`config.mk`:
```
export PLATFORM = sky130hd
export DESIGN_NAME = pc_seq
export DESIGN_NICKNAME = d
export VERILOG_FILES = /design/src/rtl/pc_seq_pkg.sv /design/src/rtl/pc_seq_ctrl.sv /design/src/rtl/pc_seq_stack.sv /design/src/rtl/pc_seq.sv
export SDC_FILE = /design/constraint.sdc
export NUM_CORES = 1
export LEC_CHECK = 0
export CORE_UTILIZATION = 53
export CTS_CLUSTER_DIAMETER = 100
export DETAILED_ROUTE_END_ITERATION = 8
export PLACE_DENSITY = 0.74
export SYNTH_ARGS = -nofsm -noshare
export SYNTH_HDL_FRONTEND = slang
export SYNTH_SLANG_ARGS = --single-unit
```
`constraint.sdc`:
```
create_clock -name clk -period 2.8 [get_ports clk]
set_input_delay 0.28 -clock clk [delete_from_list [all_inputs] [get_ports clk]]
set_output_delay 0.28 -clock clk [all_outputs]
set_load 0.005 [all_outputs]
```
`src/rtl/pc_seq_pkg.sv`:
```
package pc_seq_pkg;
   typedef enum logic [2:0] {
      ACT_IDLE,
      ACT_DEAD,
      ACT_STEP,
      ACT_SKIP,
      ACT_JUMP,
      ACT_CALL,
      ACT_POP,
      ACT_PCL
   } act_e;
endpackage

```
`src/rtl/pc_seq_ctrl.sv`:
```
module pc_seq_ctrl
   import pc_seq_pkg::*;
(
   input  logic cyc_en,
   input  logic flush,
   input  logic op_jump,
   input  logic op_call,
   input  logic op_ret,
   input  logic op_retlit,
   input  logic op_retint,
   input  logic op_skip,
   input  logic skip_cond,
   input  logic pcl_wr,
   output act_e act,
   output logic gie_set,
   output logic lit_load
);
   always_comb begin
      act      = ACT_IDLE;
      gie_set  = 1'b0;
      lit_load = 1'b0;
      if (cyc_en) begin
         if (flush) begin
            act = ACT_DEAD;
         end else if (pcl_wr) begin
            act = ACT_PCL;
         end else if (op_jump) begin
            act = ACT_JUMP;
         end else if (op_call) begin
            act = ACT_CALL;
         end else if (op_ret) begin
            act = ACT_POP;
         end else if (op_retlit) begin
            act      = ACT_POP;
            lit_load = 1'b1;
         end else if (op_retint) begin
            act     = ACT_POP;
            gie_set = 1'b1;
         end else if (op_skip && skip_cond) begin
            act = ACT_SKIP;
         end else begin
            act = ACT_STEP;
         end
      end
   end


   always_comb begin
      strobe_excl_chk: assert ($onehot0({gie_set, lit_load}));
   end
endmodule

```
`src/rtl/pc_seq_stack.sv`:
```
module pc_seq_stack #(
   parameter int DEPTH = 8,
   parameter int W     = 13
) (
   input  logic         clk,
   input  logic         rst_n,
   input  logic         push,
   input  logic         pop,
   input  logic [W-1:0] wr_data,
   output logic [W-1:0] rd_data
);
   localparam int PTR_W = (DEPTH > 1) ? $clog2(DEPTH) : 1;

   if ((1 << PTR_W) != DEPTH || DEPTH < 2) begin : g_depth_bad
      $error("pc_seq_stack: DEPTH must be a power of two of at least 2");
   end

   logic [PTR_W-1:0] sp_q;
   logic [PTR_W-1:0] top_idx;
   logic [W-1:0]     ent [DEPTH];

   assign top_idx = sp_q - 1'b1;

   for (genvar g = 0; g < DEPTH; g++) begin : g_ent
      logic [W-1:0] ent_q;
      always_ff @(posedge clk or negedge rst_n) begin
         if (!rst_n)                               ent_q <= '0;
         else if (push && sp_q == PTR_W'(g))       ent_q <= wr_data;
      end
      assign ent[g] = ent_q;
   end

   always_ff @(posedge clk or negedge rst_n) begin
      if (!rst_n)     sp_q <= '0;
      else if (push)  sp_q <= sp_q + 1'b1;
      else if (pop)   sp_q <= sp_q - 1'b1;
   end

   assign rd_data = ent[top_idx];


   push_top_chk: assert property (@(posedge clk) disable iff (!rst_n)
      push |=> rd_data == $past(wr_data));


   push_pop_excl_chk: assert property (@(posedge clk) disable iff (!rst_n)
      !(push && pop));
endmodule

```
`src/rtl/pc_seq.sv`:
```
module pc_seq
   import pc_seq_pkg::*;
#(
   parameter int PC_W    = 13,
   parameter int IMM_W   = 11,
   parameter int STACK_D = 8,
   localparam int LATCH_W = PC_W - 8
) (
   input  logic               clk,
   input  logic               rst_n,
   input  logic               cyc_en,
   input  logic               op_jump,
   input  logic               op_call,
   input  logic               op_ret,
   input  logic               op_retlit,
   input  logic               op_retint,
   input  logic               op_skip,
   input  logic               skip_cond,
   input  logic               pcl_wr,
   input  logic [7:0]         pcl_wdata,
   input  logic [IMM_W-1:0]   jmp_imm,
   input  logic [LATCH_W-1:0] pc_latch,
   output logic [PC_W-1:0]    pc,
   output logic               flush,
   output logic               gie_set,
   output logic               lit_load
);
   if (IMM_W <= 8 || IMM_W >= PC_W) begin : g_width_bad
      $error("pc_seq: IMM_W must lie strictly between 8 and PC_W");
   end

   act_e            act;
   logic [PC_W-1:0] pc_q;
   logic            flush_q;
   logic [PC_W-1:0] far_tgt;
   logic [PC_W-1:0] pcl_tgt;
   logic [PC_W-1:0] ret_addr;

   assign far_tgt = {pc_latch[LATCH_W-1:IMM_W-8], jmp_imm};
   assign pcl_tgt = {pc_latch, pcl_wdata};

   pc_seq_ctrl u_ctrl (
      .cyc_en    (cyc_en),
      .flush     (flush_q),
      .op_jump   (op_jump),
      .op_call   (op_call),
      .op_ret    (op_ret),
      .op_retlit (op_retlit),
      .op_retint (op_retint),
      .op_skip   (op_skip),
      .skip_cond (skip_cond),
      .pcl_wr    (pcl_wr),
      .act       (act),
      .gie_set   (gie_set),
      .lit_load  (lit_load)
   );

   pc_seq_stack #(.DEPTH(STACK_D), .W(PC_W)) u_stack (
      .clk     (clk),
      .rst_n   (rst_n),
      .push    (act == ACT_CALL),
      .pop     (act == ACT_POP),
      .wr_data (pc_q + 1'b1),
      .rd_data (ret_addr)
   );

   always_ff @(posedge clk or negedge rst_n) begin
      if (!rst_n) begin
         pc_q    <= '0;
         flush_q <= 1'b0;
      end else begin
         unique case (act)
            ACT_IDLE: ;
            ACT_DEAD: flush_q <= 1'b0;
            ACT_STEP: begin pc_q <= pc_q + 1'b1;      flush_q <= 1'b0; end
            ACT_SKIP: begin pc_q <= pc_q + PC_W'(2);  flush_q <= 1'b1; end
            ACT_JUMP,
            ACT_CALL: begin pc_q <= far_tgt;          flush_q <= 1'b1; end
            ACT_POP:  begin pc_q <= ret_addr;         flush_q <= 1'b1; end
            ACT_PCL:  begin pc_q <= pcl_tgt;          flush_q <= 1'b1; end
            default:  ;
         endcase
      end
   end

   assign pc    = pc_q;
   assign flush = flush_q;


   dead_hold_chk: assert property (@(posedge clk) disable iff (!rst_n)
      (cyc_en && flush) |=> ($stable(pc) && !flush));


   idle_hold_chk: assert property (@(posedge clk) disable iff (!rst_n)
      !cyc_en |=> ($stable(pc) && $stable(flush)));


   seq_step_chk: assert property (@(posedge clk) disable iff (!rst_n)
      (cyc_en && !flush && !(op_jump || op_call || op_ret || op_retlit ||
       op_retint || pcl_wr || (op_skip && skip_cond)))
      |=> (pc == PC_W'($past(pc) + 1'b1) && !flush));


   jump_tgt_chk: assert property (@(posedge clk) disable iff (!rst_n)
      (cyc_en && !flush && !pcl_wr && op_jump)
      |=> (pc[IMM_W-1:0] == $past(jmp_imm) && flush));


   strobe_dead_chk: assert property (@(posedge clk) disable iff (!rst_n)
      flush |-> !(gie_set || lit_load));
endmodule

```
Word level (Yosys, flattened, before mapping)
Index checks and enable logic that the tools add are counted.
W data, S select, Z words.
{"block": "op_classes", "n_eq_ne": 14, "bitwise": 1, "add_sub_neg": 4, "muxes": 31, "reduce_logical": 16, "magnitude_cmp": 1}
{"op": "$pmux W13 S5", "n": 1}
{"op": "$bmux W13 S3", "n": 1}
{"op": "$mux W3", "n": 10}
{"op": "$mux W13", "n": 2}
{"op": "$eq A3 B3 Y1 const B", "n": 8}
{"op": "$mux W1", "n": 16}
{"op": "$add A13 B1 Y13 const B", "n": 1}
{"op": "$add A13 B2 Y13 const B", "n": 1}
{"op": "$eq A3 B2 Y1 const B", "n": 4}
{"op": "$logic_and A1 B1 Y1", "n": 9}
{"op": "$eq A3 B1 Y1 const B", "n": 2}
{"op": "$reduce_bool A5 Y1", "n": 1}
{"op": "$reduce_or A5 Y1", "n": 1}
{"op": "$ge A4 B4 Y1 const B", "n": 1}
{"op": "$not A3 Y4", "n": 1}
{"op": "$reduce_bool A2 Y1", "n": 2}
{"op": "$reduce_or A2 Y1", "n": 2}
{"op": "$add A3 B1 Y3 const B", "n": 1}
{"op": "$logic_not A3 Y1", "n": 1}
{"op": "$sub A3 B1 Y3 const B", "n": 1}
{"op": "$pmux W1 S2", "n": 1}
{"block": "word_totals", "elab_cells": 78, "in_bits": 35, "ff_bits": 121}

Logic depth before layout (Yosys ltp)
{"block": "logic_depth", "depth_word": 13, "depth_mapped": 11}

Cells and area by module
A second synthesis with hierarchy kept.
{"block": "unflattened", "hier_cells": 611, "area_unflattened_um2": 6867.8}
{"module": "pc_seq_stack", "area_per_inst_um2": 5131.2, "n_inst": 1, "cells_per_inst": 384}
{"module": "pc_seq", "area_per_inst_um2": 1647.8, "n_inst": 1, "cells_per_inst": 212}
{"module": "pc_seq_ctrl", "area_per_inst_um2": 88.8, "n_inst": 1, "cells_per_inst": 15}

Worst setup path after synthesis
OpenSTA, ideal clock, no wires.
{"block": "synth_timing", "kind": "reg-to-reg", "start": "register u_stack.sp_q[0]", "end": "register pc_q[8], in the netlist pc[8]", "arrival_time_ns": 2.937, "path_buffers": 4, "stages_incl_launch_ff": 11, "setup_ns": 0.132, "path_slack_ns": -0.269, "t_required_ns": 2.668, "path_cell_list": "dfrtp_1 buf_2 buf_2 inv_1 ha_1 clkbuf_1 clkbuf_1 mux4_2 mux2_2 a221oi_1 a21oi_1"}
{"block": "synth_via", "elab_chain_cells": 6}
{"element": "start, declared", "line": "pc_seq_stack.sv:18", "source": "logic [PTR_W-1:0] sp_q;"}
{"element": "start signal, assigned", "line": "pc_seq_stack.sv:35", "source": "else if (push) sp_q <= sp_q + 1'b1;"}
{"element": "start signal, assigned", "line": "pc_seq_stack.sv:36", "source": "else if (pop) sp_q <= sp_q - 1'b1;"}
{"element": "$sub A3 B1 Y3", "line": "pc_seq_stack.sv:22", "source": "assign top_idx = sp_q - 1'b1;"}
{"element": "$not A3 Y4 (implied by the code)", "line": "pc_seq_stack.sv:39", "source": "assign rd_data = ent[top_idx];"}
{"element": "$bmux W13 S3", "line": "pc_seq_stack.sv:39"}
{"element": "$mux W13 (implied by the code) (2 in a row)", "line": "pc_seq_stack.sv:39"}
{"element": "$pmux W13 S5", "line": "pc_seq.sv:72", "source": "unique case (act)"}
{"element": "end signal, assigned", "line": "pc_seq.sv:75", "source": "ACT_STEP: begin pc_q <= pc_q + 1'b1; flush_q <= 1'b0; end"}
{"element": "end signal, assigned", "line": "pc_seq.sv:76", "source": "ACT_SKIP: begin pc_q <= pc_q + PC_W'(2); flush_q <= 1'b1; end"}
{"element": "end signal, assigned", "line": "pc_seq.sv:78", "source": "ACT_CALL: begin pc_q <= far_tgt; flush_q <= 1'b1; end"}
{"element": "end, declared", "line": "pc_seq.sv:33", "source": "logic [PC_W-1:0] pc_q;"}
Every way passes these cells. The select of a mux whose other input is x is not followed.
A chain may end at the register's enable or synchronous reset.

Final worst setup path
{"block": "layout_timing", "start": "register u_stack.sp_q[1]", "end": "register pc_q[8], in the netlist pc[8]"}
Same word-level chain as after synthesis.

==> impl_metrics.csv <==
group,metric,value,unit
timing,setup_tns,0,ns
timing,hold_violations,0,
yosys,synth_cell_types,51,
finish,layout-drive-gt1-share,19.4,%
routing,viasPerCell,6.08,
setup_path,crit_path_end_kind,"flip-flop",
global_routing,grt_pass1_vias,4904,
floorplanning,die_area,0.0119,mm^2
global_routing,grt_max_degree,85,
placement,pre_cts_slack,0.182,ns
yosys,synth_edf_count,0,
global_routing,track_usage,28.6,%
timing,fmax,0.419,GHz
yosys,syn_inst,582,
timing,setup_viol,0,
yosys,yosysWarnings,0,
setup_path,r2r_cells,7,
clocking,clkLatencyLatePin,0.41,ns
timing,rsz0062_at_grt,"no",
routing,dr.pass1.iters,5,
power,power_leakage,3.25,nW
timing,tightest_slew,0.731,ns
routing,vias,4896,
placement,gp_congestion,0.924,
global_routing,grt_pass1_wl,25200,um
setup_path,worst_ep_required_time,3.08,ns
finish,final_common_cell,"nand2_1",
setup_path,reg2reg_to,"pc[8]$_DFFE_PN0P_",
timing,finalCritPeriodShare,85.2,%
finish,layout_common_cells,"nand2_1, dfrtp_1, o21ai_0",
routing,ant_nets,0,
setup_path,path_max_fanout,25,
placement,dp_hpwl,11000,um
floorplanning,rows,38,
yosys,synthFlopType,"dfrtp_1",
setup_path,crit_start,"u_stack.sp_q[1]$_DFFE_PN0P_",
flow_run,maxCapViolations,0,
routing,totalWireLength,15700,um
floorplanning,die_w,109,um
outcome,outcome,"finished, final reports clean",
power,total_power,8.06,mW
timing,fin_skew,0.00775,ns
floorplanning,coreArea,0.0110,mm^2
clocking,cts_buffers,17,
global_routing,antenna_found_initial,0,
clocking,ctsResizeCount,0,
floorplanning,die_h,109,um
floorplanning,initial_core_util,55.3,%
timing,period_needed,2.38,ns
placement,port_buffers,50,
yosys,syn_nets,626,
clocking,clkTransAtPathRegs,0.06,ns
clocking,cts_setup_buffers,0,
setup_path,start_kind,"flip-flop",
clocking,cts_buffer_depth,2,
yosys,synth-seq-cells,121,
clocking,tritoncts,"built",
setup_path,regToRegStartpoint,"u_stack.sp_q[1]$_DFFE_PN0P_",
power,p_per_area,1070,mW/mm^2
timing,maxSlewHeadroom,51.1,%
setup_path,crit_type,"reg2reg",
finish,layout.nets,696,
yosys,avgSynthCellArea,10.4,um^2
finish,fillers,787,
setup_path,critPathMaxStageDelay,0.42,ns
setup_path,cp_data_arrival_time,2.67,ns
timing,setup_slack,0.416,ns
clocking,cts_max_level,4,
yosys,async_reset_ff_share,100,%
yosys,ys_seq_area_share,49.9,%
clocking,cts_root_buf,"clkbuf_16",
finish,diodes,0,
floorplanning,ios,51,
setup_path,slowest_stage,"ha_1",
hold_path,holdCritPathClass,"in2async",
routing,drcViolationCount,0,
finish,area_growth,24.3,%
routing,drtIter0Drc,409,
yosys,syn-cell-area,0.00607,mm^2
global_routing,grt.overflow.total,0,
routing,wire_per_inst,19.5,um
power,ir_worst_vdd,1.08,mV
setup_path,path_cells,"inv_1 > ha_1 > buf_12 > mux4_2 > mux2_2 > a221oi_1 > a21oi_1",
clocking,clock_sinks,121,
timing,drv_slew,0,
setup_path,reg2reg_setup_slack,0.42,ns
[flip-flops by register name, indices dropped and copies added, names as in the netlist]
register             count
u_stack.g_ent.ent_q    104
pc                      13
flush                    1
u_stack.sp_q             3
[how the worst max path moves through the flow]
stage	to	cells past startpoint
6_report	pc[8]$_DFFE_PN0P_	7
5_1_grt	u_stack.g_ent[7].ent_q[10]$_DFFE_PN0P_	6
4_1_cts	pc[8]$_DFFE_PN0P_	7
3_5_place_dp	pc[4]$_DFFE_PN0P_	7
3_3_place_gp	pc[4]$_DFFE_PN0P_	7
2_1_floorplan	pc[8]$_DFFE_PN0P_	10
[where the power goes]
group / switching (mW) / total [mW] / internal (mW)
Sequential: 0.477 / 2.87 / 2.39
Combinational: 1.49 / 2.95 / 1.46
Clock: 0.775 / 2.24 / 1.46
Total: 2.75 / 8.06 / 5.32
[critical path, delay by kind of cell, from the launching register on]
family,cells,cell delay (ns)
compound gates,2,0.43
buf+inv,2,0.35
fa+ha+maj,1,0.42
mux,2,0.65
flops,1,0.39
[repair_timing]
action                     4_1_cts  5_1_grt
hold endpoints to repair        37        0
setup endpoints to repair        0        0
hold buffers                     1        0
[cells by family (layout without fill, tap and decap cells)]
| group | count (synthesis) | in the layout | share of synthesized area [%] |
|---|---|---|---|
| and+or+nand+nor | 180 | 180 | 13.2 |
| xor gates and xnor gates | 23 | 23 | 3.32 |
| adders and majority gates | 9 | 9 | 1.86 |
| buffers and inverters | 44 | 127 | 2.95 |
| AOI/OAI and AO/OA | 157 | 157 | 15.1 |
| muxes | 48 | 48 | 13.7 |
| DFF | 121 | 121 | 49.9 |
[cells in the mapped netlist, types with 5 or more instances]
library cell    n  area [um^2]
buf_2           8         40.0
a21oi_1        16         80.1
xor2_1         13          114
clkbuf_1       31          116
nor3_1          7         35.0
dfrtp_1       121         3030
a221oi_1        7         61.3
mux2_2         21          236
nor2_1         14         52.6
mux4_2         26          586
xnor2_1        10         87.6
ha_1            9          113
nand2_1       124          465
nand3_1        11         55.1
a22oi_1         5         37.5
nand4_1         5         31.3
o21ai_0       106          531
[layout make-up]
type                    instances  area (um^2)  area share, %
flip-flops and latches        121         3030           40.2
multi-input cells             417         2860           38.0
repair buffers                 91          846           11.2
clock buffers                  20          467           6.19
well taps                     140          175           2.32
clock inverters                12          148           1.96
inverters                       4         15.0          0.199
[through the flow]
stage	cell area, um^2	hold slack (ns)	std cells	utilization [%]
6_report	7540	0.386	805	68.7
5_1_grt	7540	0.453	805	68.7
4_1_cts	7540	0.392	805	68.7
3_5_place_dp	6920	0.275	772	63.0
3_3_place_gp	6920	0.261	772	63.0
2_1_floorplan	6080	-0.0156	582	-
[per-layer routing]
metal / GRT usage, % / part of all wire, %
met5: 0 / 0
met1: 38.2 / 42
met2: 46.8 / 50
met3: 5.14 / 5.4
met4: 10.7 / 2.1
(Power assumes the default switching activity.)
